File: config.mk
export PLATFORM = sky130hd
export DESIGN_NAME = smb_reg_slave
export DESIGN_NICKNAME = d
export VERILOG_FILES = /design/src/rtl/smb_slave_pkg.sv /design/src/rtl/smb_line_sync.sv /design/src/rtl/smb_regbank.sv /design/src/rtl/smb_proto_fsm.sv /design/src/rtl/smb_reg_slave.sv
export SDC_FILE = /design/constraint.sdc
export NUM_CORES = 1
export LEC_CHECK = 0
export ABC_AREA = 1
export ABC_CLOCK_PERIOD_IN_PS = 2600
export BUFFER_PORTS_ARGS = -buffer_cell sky130_fd_sc_hd__buf_4
export CAP_MARGIN = 5
export CORE_UTILIZATION = 35
export DETAILED_ROUTE_END_ITERATION = 6
export SLEW_MARGIN = 20
export SYNTH_ARGS = -nofsm -noshare
export SYNTH_HDL_FRONTEND = slang
export SYNTH_HIERARCHICAL = 1
export SYNTH_SLANG_ARGS = --single-unit
File: constraint.sdc
create_clock -name clk -period 2.6 [get_ports clk]
set_input_delay 0.13 -clock clk [delete_from_list [all_inputs] [get_ports clk]]
set_output_delay 0.13 -clock clk [all_outputs]
set_load 0.005 [all_outputs]
File: src/rtl/smb_slave_pkg.sv
package smb_slave_pkg;
    localparam int BYTE_W = 8;
    localparam int OFS_W  = 7;
    localparam int BCNT_W = 4;

    typedef enum logic [3:0] {
        S_IDLE,
        S_ADDR,
        S_ADDR_ACK,
        S_CMD,
        S_CMD_ACK,
        S_CNT,
        S_CNT_ACK,
        S_WR,
        S_WR_ACK,
        S_RD,
        S_RD_ACK
    } smb_state_e;
endpackage

File: src/rtl/smb_line_sync.sv
module smb_line_sync #(
    parameter int STAGES = 2
) (
    input  logic clk,
    input  logic rst_n,
    input  logic scl_i,
    input  logic sda_i,
    output logic sda_s,
    output logic scl_rise,
    output logic scl_fall,
    output logic start_det,
    output logic stop_det
);
    logic [STAGES:0] scl_sh;
    logic [STAGES:0] sda_sh;
    logic            scl_now, scl_old, sda_now, sda_old;

    always_ff @(posedge clk or negedge rst_n) begin
        if (!rst_n) begin
            scl_sh <= '1;
            sda_sh <= '1;
        end else begin
            scl_sh <= {scl_sh[STAGES-1:0], scl_i};
            sda_sh <= {sda_sh[STAGES-1:0], sda_i};
        end
    end

    always_comb begin
        scl_now   = scl_sh[STAGES-1];
        scl_old   = scl_sh[STAGES];
        sda_now   = sda_sh[STAGES-1];
        sda_old   = sda_sh[STAGES];
        sda_s     = sda_now;
        scl_rise  = scl_now & ~scl_old;
        scl_fall  = ~scl_now & scl_old;
        start_det = scl_now & scl_old & sda_old & ~sda_now;
        stop_det  = scl_now & scl_old & ~sda_old & sda_now;
    end
endmodule

File: src/rtl/smb_regbank.sv
module smb_regbank
    import smb_slave_pkg::*;
#(
    parameter int                     NUM_REGS = 8,
    parameter logic [NUM_REGS*8-1:0]  REG_INIT = '0
) (
    input  logic                     clk,
    input  logic                     rst_n,
    input  logic                     wr_en,
    input  logic [OFS_W-1:0]         wr_idx,
    input  logic [BYTE_W-1:0]        wr_val,
    input  logic [OFS_W-1:0]         rd_idx,
    output logic [BYTE_W-1:0]        rd_byte,
    output logic [NUM_REGS*8-1:0]    regs_flat
);
    localparam int NW = OFS_W + 1;
    localparam logic [NW-1:0] NREG_V = NW'(NUM_REGS);

    logic [BYTE_W-1:0] mem_q [NUM_REGS];

    for (genvar gi = 0; gi < NUM_REGS; gi++) begin : g_reg
        always_ff @(posedge clk or negedge rst_n) begin
            if (!rst_n) begin
                mem_q[gi] <= REG_INIT[gi*8 +: 8];
            end else if (wr_en && wr_idx == OFS_W'(gi)) begin
                mem_q[gi] <= wr_val;
            end
        end
        assign regs_flat[gi*8 +: 8] = mem_q[gi];
    end

    always_comb begin
        rd_byte = 8'hFF;
        for (int i = 0; i < NUM_REGS; i++) begin
            if (rd_idx == OFS_W'(i)) rd_byte = mem_q[i];
        end
    end


    oob_hold_chk: assert property (@(posedge clk) disable iff (!rst_n)
        (wr_en && ({1'b0, wr_idx} >= NREG_V)) |=> $stable(regs_flat));
endmodule

File: src/rtl/smb_proto_fsm.sv
module smb_proto_fsm
    import smb_slave_pkg::*;
#(
    parameter int         NUM_REGS = 8,
    parameter logic [6:0] DEV_ADDR = 7'h69
) (
    input  logic               clk,
    input  logic               rst_n,
    input  logic               scl_rise,
    input  logic               scl_fall,
    input  logic               start_det,
    input  logic               stop_det,
    input  logic               sda_s,
    input  logic               cnt_skip,
    input  logic [BYTE_W-1:0]  rd_byte,
    output logic [OFS_W-1:0]   rd_idx,
    output logic               sda_oe,
    output logic               wr_stb,
    output logic [OFS_W-1:0]   wr_idx,
    output logic [BYTE_W-1:0]  wr_val
);
    localparam int NW = OFS_W + 1;
    localparam logic [NW-1:0]     NREG_V  = NW'(NUM_REGS);
    localparam logic [BYTE_W-1:0] CNT_VAL = BYTE_W'(NUM_REGS);

    smb_state_e          state_q, state_d;
    logic [BYTE_W-1:0]   shreg_q;
    logic [BYTE_W-1:0]   tx_q;
    logic [BCNT_W-1:0]   bitcnt_q;
    logic [OFS_W-1:0]    ptr_q;
    logic                rnw_q, blk_q, cnt_pend_q;
    logic                byte_done, addr_hit, send_cnt, ptr_ok;
    logic [BYTE_W-1:0]   tx_next;

    always_comb begin
        byte_done = (bitcnt_q == BCNT_W'(8));
        addr_hit  = (shreg_q[7:1] == DEV_ADDR);
        send_cnt  = blk_q && cnt_pend_q && !cnt_skip;
        tx_next   = send_cnt ? CNT_VAL : rd_byte;
        ptr_ok    = ({1'b0, ptr_q} < NREG_V);
        rd_idx    = ptr_q;
    end

    // next-state logic
    always_comb begin
        state_d = state_q;
        if (stop_det) begin
            state_d = S_IDLE;
        end else if (start_det) begin
            state_d = S_ADDR;
        end else if (scl_fall) begin
            unique case (state_q)
                S_IDLE:     state_d = S_IDLE;
                S_ADDR:     if (byte_done) state_d = addr_hit ? S_ADDR_ACK : S_IDLE;
                S_ADDR_ACK: state_d = rnw_q ? S_RD : S_CMD;
                S_CMD:      if (byte_done) state_d = S_CMD_ACK;
                S_CMD_ACK:  state_d = (blk_q && !cnt_skip) ? S_CNT : S_WR;
                S_CNT:      if (byte_done) state_d = S_CNT_ACK;
                S_CNT_ACK:  state_d = S_WR;
                S_WR:       if (byte_done) state_d = S_WR_ACK;
                S_WR_ACK:   state_d = S_WR;
                S_RD:       if (byte_done) state_d = S_RD_ACK;
                S_RD_ACK:   state_d = S_RD;
                default:    state_d = S_IDLE;
            endcase
        end else if (scl_rise && state_q == S_RD_ACK && sda_s) begin
            state_d = S_IDLE;
        end
    end

    // state register
    always_ff @(posedge clk or negedge rst_n) begin
        if (!rst_n) state_q <= S_IDLE;
        else        state_q <= state_d;
    end

    // datapath and outputs
    always_ff @(posedge clk or negedge rst_n) begin
        if (!rst_n) begin
            sda_oe     <= 1'b0;
            wr_stb     <= 1'b0;
            wr_idx     <= '0;
            wr_val     <= '0;
            shreg_q    <= '0;
            tx_q       <= '0;
            bitcnt_q   <= '0;
            ptr_q      <= '0;
            rnw_q      <= 1'b0;
            blk_q      <= 1'b0;
            cnt_pend_q <= 1'b0;
        end else begin
            wr_stb <= 1'b0;
            if (stop_det || start_det) begin
                sda_oe   <= 1'b0;
                bitcnt_q <= '0;
            end else begin
                if (scl_rise) begin
                    case (state_q)
                        S_ADDR, S_CMD, S_CNT, S_WR: begin
                            shreg_q  <= {shreg_q[6:0], sda_s};
                            bitcnt_q <= bitcnt_q + 1'b1;
                        end
                        S_RD:    bitcnt_q <= bitcnt_q + 1'b1;
                        default: ;
                    endcase
                end
                if (scl_fall) begin
                    case (state_q)
                        S_ADDR: if (byte_done) begin
                            bitcnt_q <= '0;
                            if (addr_hit) begin
                                sda_oe <= 1'b1;
                                rnw_q  <= shreg_q[0];
                            end
                        end
                        S_CMD: if (byte_done) begin
                            bitcnt_q   <= '0;
                            sda_oe     <= 1'b1;
                            blk_q      <= ~shreg_q[7];
                            cnt_pend_q <= ~shreg_q[7];
                            ptr_q      <= shreg_q[7] ? shreg_q[6:0] : '0;
                        end
                        S_CNT: if (byte_done) begin
                            bitcnt_q   <= '0;
                            sda_oe     <= 1'b1;
                            cnt_pend_q <= 1'b0;
                        end
                        S_WR: if (byte_done) begin
                            bitcnt_q <= '0;
                            sda_oe   <= 1'b1;
                            wr_stb   <= ptr_ok;
                            wr_idx   <= ptr_q;
                            wr_val   <= shreg_q;
                            ptr_q    <= ptr_q + 1'b1;
                        end
                        S_ADDR_ACK: begin
                            if (rnw_q) begin
                                tx_q   <= tx_next;
                                sda_oe <= ~tx_next[7];
                                if (send_cnt) cnt_pend_q <= 1'b0;
                                else          ptr_q <= ptr_q + 1'b1;
                            end else begin
                                sda_oe <= 1'b0;
                            end
                        end
                        S_CMD_ACK, S_CNT_ACK, S_WR_ACK: sda_oe <= 1'b0;
                        S_RD: begin
                            if (byte_done) begin
                                bitcnt_q <= '0;
                                sda_oe   <= 1'b0;
                            end else begin
                                tx_q   <= {tx_q[6:0], 1'b0};
                                sda_oe <= ~tx_q[6];
                            end
                        end
                        S_RD_ACK: begin
                            tx_q   <= tx_next;
                            sda_oe <= ~tx_next[7];
                            if (send_cnt) cnt_pend_q <= 1'b0;
                            else          ptr_q <= ptr_q + 1'b1;
                        end
                        default: ;
                    endcase
                end
            end
        end
    end


    addr_ack_drive_chk: assert property (@(posedge clk) disable iff (!rst_n)
        (state_q == S_ADDR_ACK) |-> sda_oe);


    idle_released_chk: assert property (@(posedge clk) disable iff (!rst_n)
        (state_q == S_IDLE) |-> !sda_oe);


    stop_to_idle_chk: assert property (@(posedge clk) disable iff (!rst_n)
        stop_det |=> (state_q == S_IDLE));


    wr_in_ack_chk: assert property (@(posedge clk) disable iff (!rst_n)
        wr_stb |-> (state_q == S_WR_ACK && sda_oe));
endmodule

File: src/rtl/smb_reg_slave.sv
module smb_reg_slave
    import smb_slave_pkg::*;
#(
    parameter int                    NUM_REGS = 8,
    parameter logic [6:0]            DEV_ADDR = 7'h69,
    parameter logic [NUM_REGS*8-1:0] REG_INIT = 64'h8877_6655_4433_2211
) (
    input  logic                   clk,
    input  logic                   rst_n,
    input  logic                   scl_i,
    input  logic                   sda_i,
    output logic                   sda_oe,
    input  logic                   cnt_skip,
    output logic                   wr_stb,
    output logic [OFS_W-1:0]       wr_idx,
    output logic [BYTE_W-1:0]      wr_val,
    output logic [NUM_REGS*8-1:0]  regs_o
);
    logic              sda_s, scl_rise, scl_fall, start_det, stop_det;
    logic [OFS_W-1:0]  rd_idx;
    logic [BYTE_W-1:0] rd_byte;

    smb_line_sync #(.STAGES(2)) u_sync (
        .clk       (clk),
        .rst_n     (rst_n),
        .scl_i     (scl_i),
        .sda_i     (sda_i),
        .sda_s     (sda_s),
        .scl_rise  (scl_rise),
        .scl_fall  (scl_fall),
        .start_det (start_det),
        .stop_det  (stop_det)
    );

    smb_proto_fsm #(.NUM_REGS(NUM_REGS), .DEV_ADDR(DEV_ADDR)) u_fsm (
        .clk       (clk),
        .rst_n     (rst_n),
        .scl_rise  (scl_rise),
        .scl_fall  (scl_fall),
        .start_det (start_det),
        .stop_det  (stop_det),
        .sda_s     (sda_s),
        .cnt_skip  (cnt_skip),
        .rd_byte   (rd_byte),
        .rd_idx    (rd_idx),
        .sda_oe    (sda_oe),
        .wr_stb    (wr_stb),
        .wr_idx    (wr_idx),
        .wr_val    (wr_val)
    );

    smb_regbank #(.NUM_REGS(NUM_REGS), .REG_INIT(REG_INIT)) u_bank (
        .clk       (clk),
        .rst_n     (rst_n),
        .wr_en     (wr_stb),
        .wr_idx    (wr_idx),
        .wr_val    (wr_val),
        .rd_idx    (rd_idx),
        .rd_byte   (rd_byte),
        .regs_flat (regs_o)
    );
endmodule

Word-level counts from Yosys, hierarchy flattened
Cells that the tools add are included.
{"block": "op_classes", "n_eq_ne": 39, "bitwise": 15, "addsub": 2, "n_lt_le_gt_ge": 1, "mux": 54, "reduce_logical": 37}
{"operator": "8-bit 2-to-1 mux", "count": 9}
{"operator": "4-bit 2-to-1 mux", "count": 16}
{"operator": "7-bit by 3-bit equality test with 1-bit output (second input constant)", "count": 8}
{"operator": "7-bit 2-to-1 mux", "count": 7}
{"operator": "4-bit one-hot mux with 9 select lines", "count": 1}
{"operator": "7-bit by 2-bit equality test with 1-bit output (second input constant)", "count": 4}
{"operator": "7-bit one-hot mux with 4 select lines", "count": 1}
{"operator": "5-bit by 2-bit != test with 1-bit output (second input constant)", "count": 5}
{"operator": "7-bit one-hot mux with 3 select lines", "count": 1}
{"operator": "6-bit AND reduction", "count": 3}
{"operator": "4-bit by 3-bit equality test with 1-bit output (second input constant)", "count": 4}
{"operator": "4-bit equality test (second input constant)", "count": 4}
{"operator": "1-bit 2-to-1 mux", "count": 15}
{"operator": "5-bit AND reduction", "count": 3}
{"operator": "7-bit by 1-bit equality test with 1-bit output (second input constant)", "count": 2}
{"operator": "7-bit zero test", "count": 2}
{"operator": "1-bit logical AND", "count": 13}
{"operator": "4-bit nonzero test", "count": 3}
{"operator": "3-bit by 1-bit != test with 1-bit output (second input constant)", "count": 3}
{"operator": "4-bit by 2-bit equality test with 1-bit output (second input constant)", "count": 2}
{"operator": "2-bit by 1-bit != test with 1-bit output (second input constant)", "count": 4}
{"operator": "1-bit NOT", "count": 8}
{"operator": "4-bit AND reduction", "count": 2}
{"operator": "7-bit by 1-bit adder with 7-bit output (second input constant)", "count": 1}
{"operator": "19 further kinds", "count": 27}
{"block": "totals", "in_bits": 5, "word_cells": 170, "regBits": 120}

Logic depth before layout (Yosys ltp)
{"block": "depth", "word_depth": 15, "mapped_depth": 18, "depth_no_buf": 18}

By module
The synthesis kept the hierarchy.
{"mod": "smb_regbank", "area_per_inst_um2": 3294.4, "cells_each": 404, "n_inst": 1}
{"mod": "smb_proto_fsm", "area_per_inst_um2": 2676.3, "cells_each": 360, "n_inst": 1}
{"mod": "smb_line_sync", "area_per_inst_um2": 198.9, "cells_each": 17, "n_inst": 1}

Least setup slack after synthesis
Ideal clock, no wire load.
{"block": "synth_timing", "kind": "register to register", "start": "reg u_fsm.ptr_q[5] (netlist: u_fsm/rd_idx[5])", "end": "reg u_fsm.sda_oe", "slack_ps": 805, "arrival_ps": 1675, "required_ps": 2480, "stages_incl_launch_ff": 16, "synth_period_minus_slack_ps": 1795, "setup_time_ps": 120, "n_path_buf": 1, "cell_sequence": "dfrtp_1 nor2_1 nand2_1 nor2_1 inv_2 nor2_2 buf_2 nand2_1 nand2_1 inv_1 nor2_1 nor2_1 nor2_1 nand2_1 nand2_1 a21oi_1"}
{"block": "synth_between", "elab_chain_len": 15}
{"element": "start: declaration", "line_no": "smb_proto_fsm.sv:30", "text": "logic [OFS_W-1:0] ptr_q;"}
{"element": "start signal: assignment", "line_no": "smb_proto_fsm.sv:121", "text": "ptr_q <= shreg_q[7] ? shreg_q[6:0] : '0;"}
{"element": "start signal: assignment", "line_no": "smb_proto_fsm.sv:134", "text": "ptr_q <= ptr_q + 1'b1;"}
{"element": "start signal: assignment", "line_no": "smb_proto_fsm.sv:141", "text": "else ptr_q <= ptr_q + 1'b1;"}
{"element": "7-bit zero test", "line_no": "smb_regbank.sv:35", "text": "if (rd_idx == OFS_W'(i)) rd_byte = mem_q[i];"}
{"element": "8-bit 2-to-1 mux (7 in a row)", "line_no": "smb_regbank.sv:35"}
{"element": "8-bit 2-to-1 mux (*)", "line_no": "smb_regbank.sv:35"}
{"element": "named net rd_byte[7]", "line_no": "smb_reg_slave.sv:21", "text": "logic [BYTE_W-1:0] rd_byte;"}
{"element": "8-bit 2-to-1 mux (*)", "line_no": "smb_proto_fsm.sv:39", "text": "tx_next = send_cnt ? CNT_VAL : rd_byte;"}
{"element": "1-bit NOT (*)", "line_no": "smb_proto_fsm.sv:139, smb_proto_fsm.sv:158"}
{"element": "1-bit 2-to-1 mux", "line_no": "smb_proto_fsm.sv:137", "text": "if (rnw_q) begin"}
{"element": "1-bit one-hot mux with 6 select lines (*)", "line_no": "smb_proto_fsm.sv:108", "text": "case (state_q)"}
{"element": "1-bit 2-to-1 mux (*)", "line_no": "smb_proto_fsm.sv:107", "text": "if (scl_fall) begin"}
{"element": "1-bit 2-to-1 mux (*)", "line_no": "smb_proto_fsm.sv:93", "text": "if (stop_det || start_det) begin"}
{"element": "end signal: assignment", "line_no": "smb_proto_fsm.sv:139", "text": "sda_oe <= ~tx_next[7];"}
{"element": "end signal: assignment", "line_no": "smb_proto_fsm.sv:153", "text": "sda_oe <= ~tx_q[6];"}
{"element": "end signal: assignment", "line_no": "smb_proto_fsm.sv:158", "text": "sda_oe <= ~tx_next[7];"}
{"element": "end: declaration", "line_no": "smb_proto_fsm.sv:17", "text": "output logic sda_oe,"}
Mark *: on every way through the listed nets, which the timed path passes. The rest lies on a longest branch. The select of a mux whose other input is x is not followed.
A chain may end at the register's enable or synchronous reset.

Worst setup path in the final report
{"block": "layout_timing", "start": "reg u_sync.sda_sh[1]", "end": "reg u_fsm.wr_idx[0]"}
{"block": "layout_between", "elab_chain_len": 5}
{"element": "start: declaration", "line_no": "smb_line_sync.sv:15", "text": "logic [STAGES:0] sda_sh;"}
{"element": "start signal: assignment", "line_no": "smb_line_sync.sv:24", "text": "sda_sh <= {sda_sh[STAGES-1:0], sda_i};"}
{"element": "1-bit NOT", "line_no": "smb_line_sync.sv:36", "text": "start_det = scl_now & scl_old & sda_old & ~sda_now;"}
{"element": "1-bit bitwise AND", "line_no": "smb_line_sync.sv:36"}
{"element": "named net start_det", "line_no": "smb_reg_slave.sv:19", "text": "logic sda_s, scl_rise, scl_fall, start_det, stop_det;"}
{"element": "1-bit logical OR", "line_no": "smb_proto_fsm.sv:93"}
{"element": "1-bit NOT (no source line)"}
{"element": "4-bit AND reduction (no source line)"}
{"element": "end signal: assignment", "line_no": "smb_proto_fsm.sv:132", "text": "wr_idx <= ptr_q;"}
{"element": "end: declaration", "line_no": "smb_proto_fsm.sv:19", "text": "output logic [OFS_W-1:0] wr_idx,"}
The timed path passes the listed nets, and every way through them passes these cells.

==> impl_metrics.csv <==
group,metric,value,unit
floorplan,core,17240,um^2
clock_tree,cts.clk_slew.worst_paths,50,ps
floorplan,fp.dieH,134.8,um
synth,yosysWarnings,6,
timing,setup_viol,0,
synth,synth_ff_type,"dfrtp_1",
critical_path,cp_max_fo,27,
timing,worst_pin_slew,626.5,ps
timing,rsz0062_at_grt,"no",
routing,drt_iter0_drc,463,
cells_and_area,fin_cells,1116,
grt,grtUsageMet1,0.2795,
clock_tree,cts_tree,"built",
floorplan,rows,48,
grt,grt.busiest_layer,"met2",
timing,period_share,0.8527,
synth,synth_area_per_cell,7.900,um^2
placed_design,io_buffers,85,
synth,syn_inst,781,
timing,slew_viol_final,0,
floorplan,dieArea,18160,um^2
clock_tree,root_buffer,"clkbuf_16",
clock_tree,clk_latency,420,ps
job,cap_violations,0,
synth,synth-edff-count,0,
critical_path,r2r_end,"u_fsm/wr_idx[0]",
timing,hold_viol_final,0,
clock_tree,clock_path_buffers,2,
grt,grt_pass1_wl,27580,um
placed_design,gp_congestion,0.8802,
synth,async_flop_share,1.000,
critical_path,cp.required,2900,ps
floorplan,die_width,134.8,um
floorplan,initial_core_util,0.3579,
routing,drc,0,
routing,postRouteAntennaNets,0,
clock_tree,cts-resized-gates,0,
power_and_ir_drop,power,4.916,mW
grt,grt_pass1_vias,5071,
grt,grt_max_degree,73,
synth,synth.net_count,789,
clock_tree,htreeDepth,4,
timing,clock_skew,6.238,ps
critical_path,cp_data_arrival_time,2520,ps
floorplan,io_pins,86,
cells_and_area,finalNetCount,886,
grt,grt.total_usage,0.2016,
timing,post-route-min-period,2217,ps
power_and_ir_drop,power_per_cell_area,639.8,nW/um^2
critical_path,startpoint_type,"flip-flop",
timing,relSlewSlack,0.5819,
cells_and_area,fillers,1697,
power_and_ir_drop,irDropWorstVdd,0.4693,mV
routing,wl_per_cell,15.28,um
clock_tree,clock_sinks,120,
cells_and_area,drive_above_1_share,0.2514,
outcome,status,"finished, final reports clean",
critical_path,ff2ff_path_depth,8,
cells_and_area,area_growth,24.54,%
grt,grtUsageMet2,0.3067,
grt,antenna_found_initial,0,
critical_path,critical_path_class,"flip-flop to flip-flop",
timing,clock.fmax,451.0,MHz
placed_design,dp.cells,1081,
grt,grtUsageMet3,0.04204,
grt,grt_overflow_total,0,
routing,drt-total-wl,17060,um
timing,fin_tns_setup,0,ps
cells_and_area,diodes,0,
critical_path,cp-end-kind,"flip-flop",
routing,dr.pass1.iters,5,
critical_path,r2r_slack,380,ps
synth,ys_ff_latch,120,
critical_path,rr_startpoint,"u_sync/sda_sh[1]",
placed_design,post-dp-hpwl,12340,um
synth,mappedNetlistArea,6170,um^2
routing,vias_per_cell,4.785,
power_and_ir_drop,p_leak,3.622,nW
synth,yosysSeqAreaShare,0.4932,
critical_path,critPathLaunch,"u_sync/sda_sh[1]",
clock_tree,cts_made_buffers,17,
hold_path,min_path_type,"input port to asynchronous set/reset pin",
routing,num_vias,5340,
synth,netlist-cell-type-count,39,
## critical path: stages, from the launching register on
cell	delay [ps]
dfstp_2	570
inv_1	50
nand2_1	50
nor2_1	50
nor2_1	210
nand2_1	130
nor2_1	300
nand2_2	350
mux2_2	380
## cells in the final DEF, fill, tap and decap left out, types with 2 or more instances in the layout
cell,n
a21oi_1,8
a22oi_1,5
buf_4,91
bufinv_16,4
clkbuf_16,17
clkbuf_8,3
clkinv_1,2
clkinv_2,2
clkinv_4,2
clkinvlp_4,3
dfrtp_1,88
dfstp_2,32
dlygate4sd3_1,3
ha_1,3
inv_1,73
inv_2,9
mux2_2,2
nand2_1,256
nand2_2,18
nand3_1,38
nand3b_1,10
nand4_1,5
nor2_1,74
nor2_2,10
nor2_4,3
nor3_1,2
nor3_2,5
o21ai_0,31
o21ai_1,58
o21ai_2,16
o22ai_1,2
xor2_1,3
## final cells by class
class,count,area [um^2],share of cell area
timing repair buffer,95,733.2,0.09542
clock inverter,11,170.2,0.02215
inverter,84,315.3,0.04104
tap,225,281.5,0.03664
sequential,120,3043,0.3960
multi-input combinational,560,2670,0.3475
clock buffer,21,470.5,0.06123
## cells in the mapped netlist, types with 2 or more instances
cell / number / area share
clkbuf_1: 3 / 0.0018
nand3b_1: 10 / 0.012
o22ai_1: 2 / 0.0020
buf_6: 8 / 0.015
nor3_2: 5 / 0.0081
inv_2: 9 / 0.0055
buf_4: 4 / 0.0049
clkinv_1: 2 / 0.0012
nor3_1: 2 / 0.0016
o21ai_1: 58 / 0.047
ha_1: 3 / 0.0061
o21ai_0: 31 / 0.025
nor2_2: 10 / 0.010
buf_2: 2 / 0.0016
o21ai_2: 16 / 0.023
inv_1: 73 / 0.044
a21oi_1: 8 / 0.0065
nand2_2: 18 / 0.018
dfstp_2: 32 / 0.14
nand2_1: 256 / 0.16
mux2_2: 2 / 0.0037
nand3_1: 38 / 0.031
dfrtp_1: 88 / 0.36
nor2_1: 74 / 0.045
nand4_1: 5 / 0.0051
nor2_4: 3 / 0.0055
xor2_1: 3 / 0.0043
a22oi_1: 5 / 0.0061
## sequential cells by signal, indices dropped and copies added (netlist names)
register / count
u_sync/scl_sh: 3
u_fsm/wr_idx: 7
u_fsm/rd_idx: 7
u_bank/regs_flat: 64
u_fsm/sda_oe: 1
u_fsm/cnt_pend_q: 1
u_fsm/wr_stb: 1
u_fsm/wr_val: 8
u_fsm/rnw_q: 1
u_sync/sda_sh: 3
u_fsm/state_q: 4
u_fsm/shreg_q: 8
u_fsm/bitcnt_q: 4
u_fsm/blk_q: 1
u_fsm/tx_q: 7
## per-layer routing
layer | vias up | part of all wire
met1 | 2457 | 0.48
met5 | - | 0
li1 | 2683 | -
met2 | 176 | 0.45
met3 | 24 | 0.053
met4 | 0 | 0.019
## report_power, final
part	switching [mW]	internal, mW
logic	0.231	0.124
registers	0.0696	1.96
clock network	0.852	1.68
total	1.15	3.76
## worst max-delay path by stage
stage	endpoint	slack [ps]	cells after the start
6_report	u_fsm/wr_idx[0]	380	8
2_1_floorplan	u_fsm/sda_oe	810	15
3_5_place_dp	u_fsm/wr_idx[0]	410	8
5_1_grt	u_fsm/sda_oe	110	17
3_3_place_gp	u_fsm/wr_idx[1]	360	8
4_1_cts	u_fsm/wr_idx[0]	380	8
## through the flow
stage / utilization / setup WS [ps] / hold WS [ps] / instance area (um^2)
final: 0.4458 / 382.9 / 158.2 / 7684
after global routing: 0.4458 / 109.2 / 189.8 / 7684
after detailed placement: 0.4069 / 412.2 / 59.25 / 7013
after floorplan: - / 805.0 / -165.6 / 6170
after CTS: 0.4458 / 382.0 / 158.9 / 7684
after global placement: 0.4069 / 361.9 / 61.36 / 7013
## cells by family (layout without fill, tap and decap cells)
| group | after synthesis | in the layout | share of synthesized area |
|---|---|---|---|
| multiplexers | 2 | 2 | 0.003650 |
| AO/OA/AOI/OAI | 124 | 124 | 0.1158 |
| AND/OR/NAND/NOR | 428 | 428 | 0.3030 |
| XOR/XNOR | 3 | 3 | 0.004260 |
| buffers and inverters | 101 | 211 | 0.07402 |
| flip-flops | 120 | 120 | 0.4932 |
| adder cells (fa/ha/maj) | 3 | 3 | 0.006085 |
## what timing repair did
action | CTS | global route
setup buffers | 0 | 0
hold endpoints to repair | 25 | 0
hold buffers | 3 | 0
No activity file was read; power rests on OpenSTA's default activity.
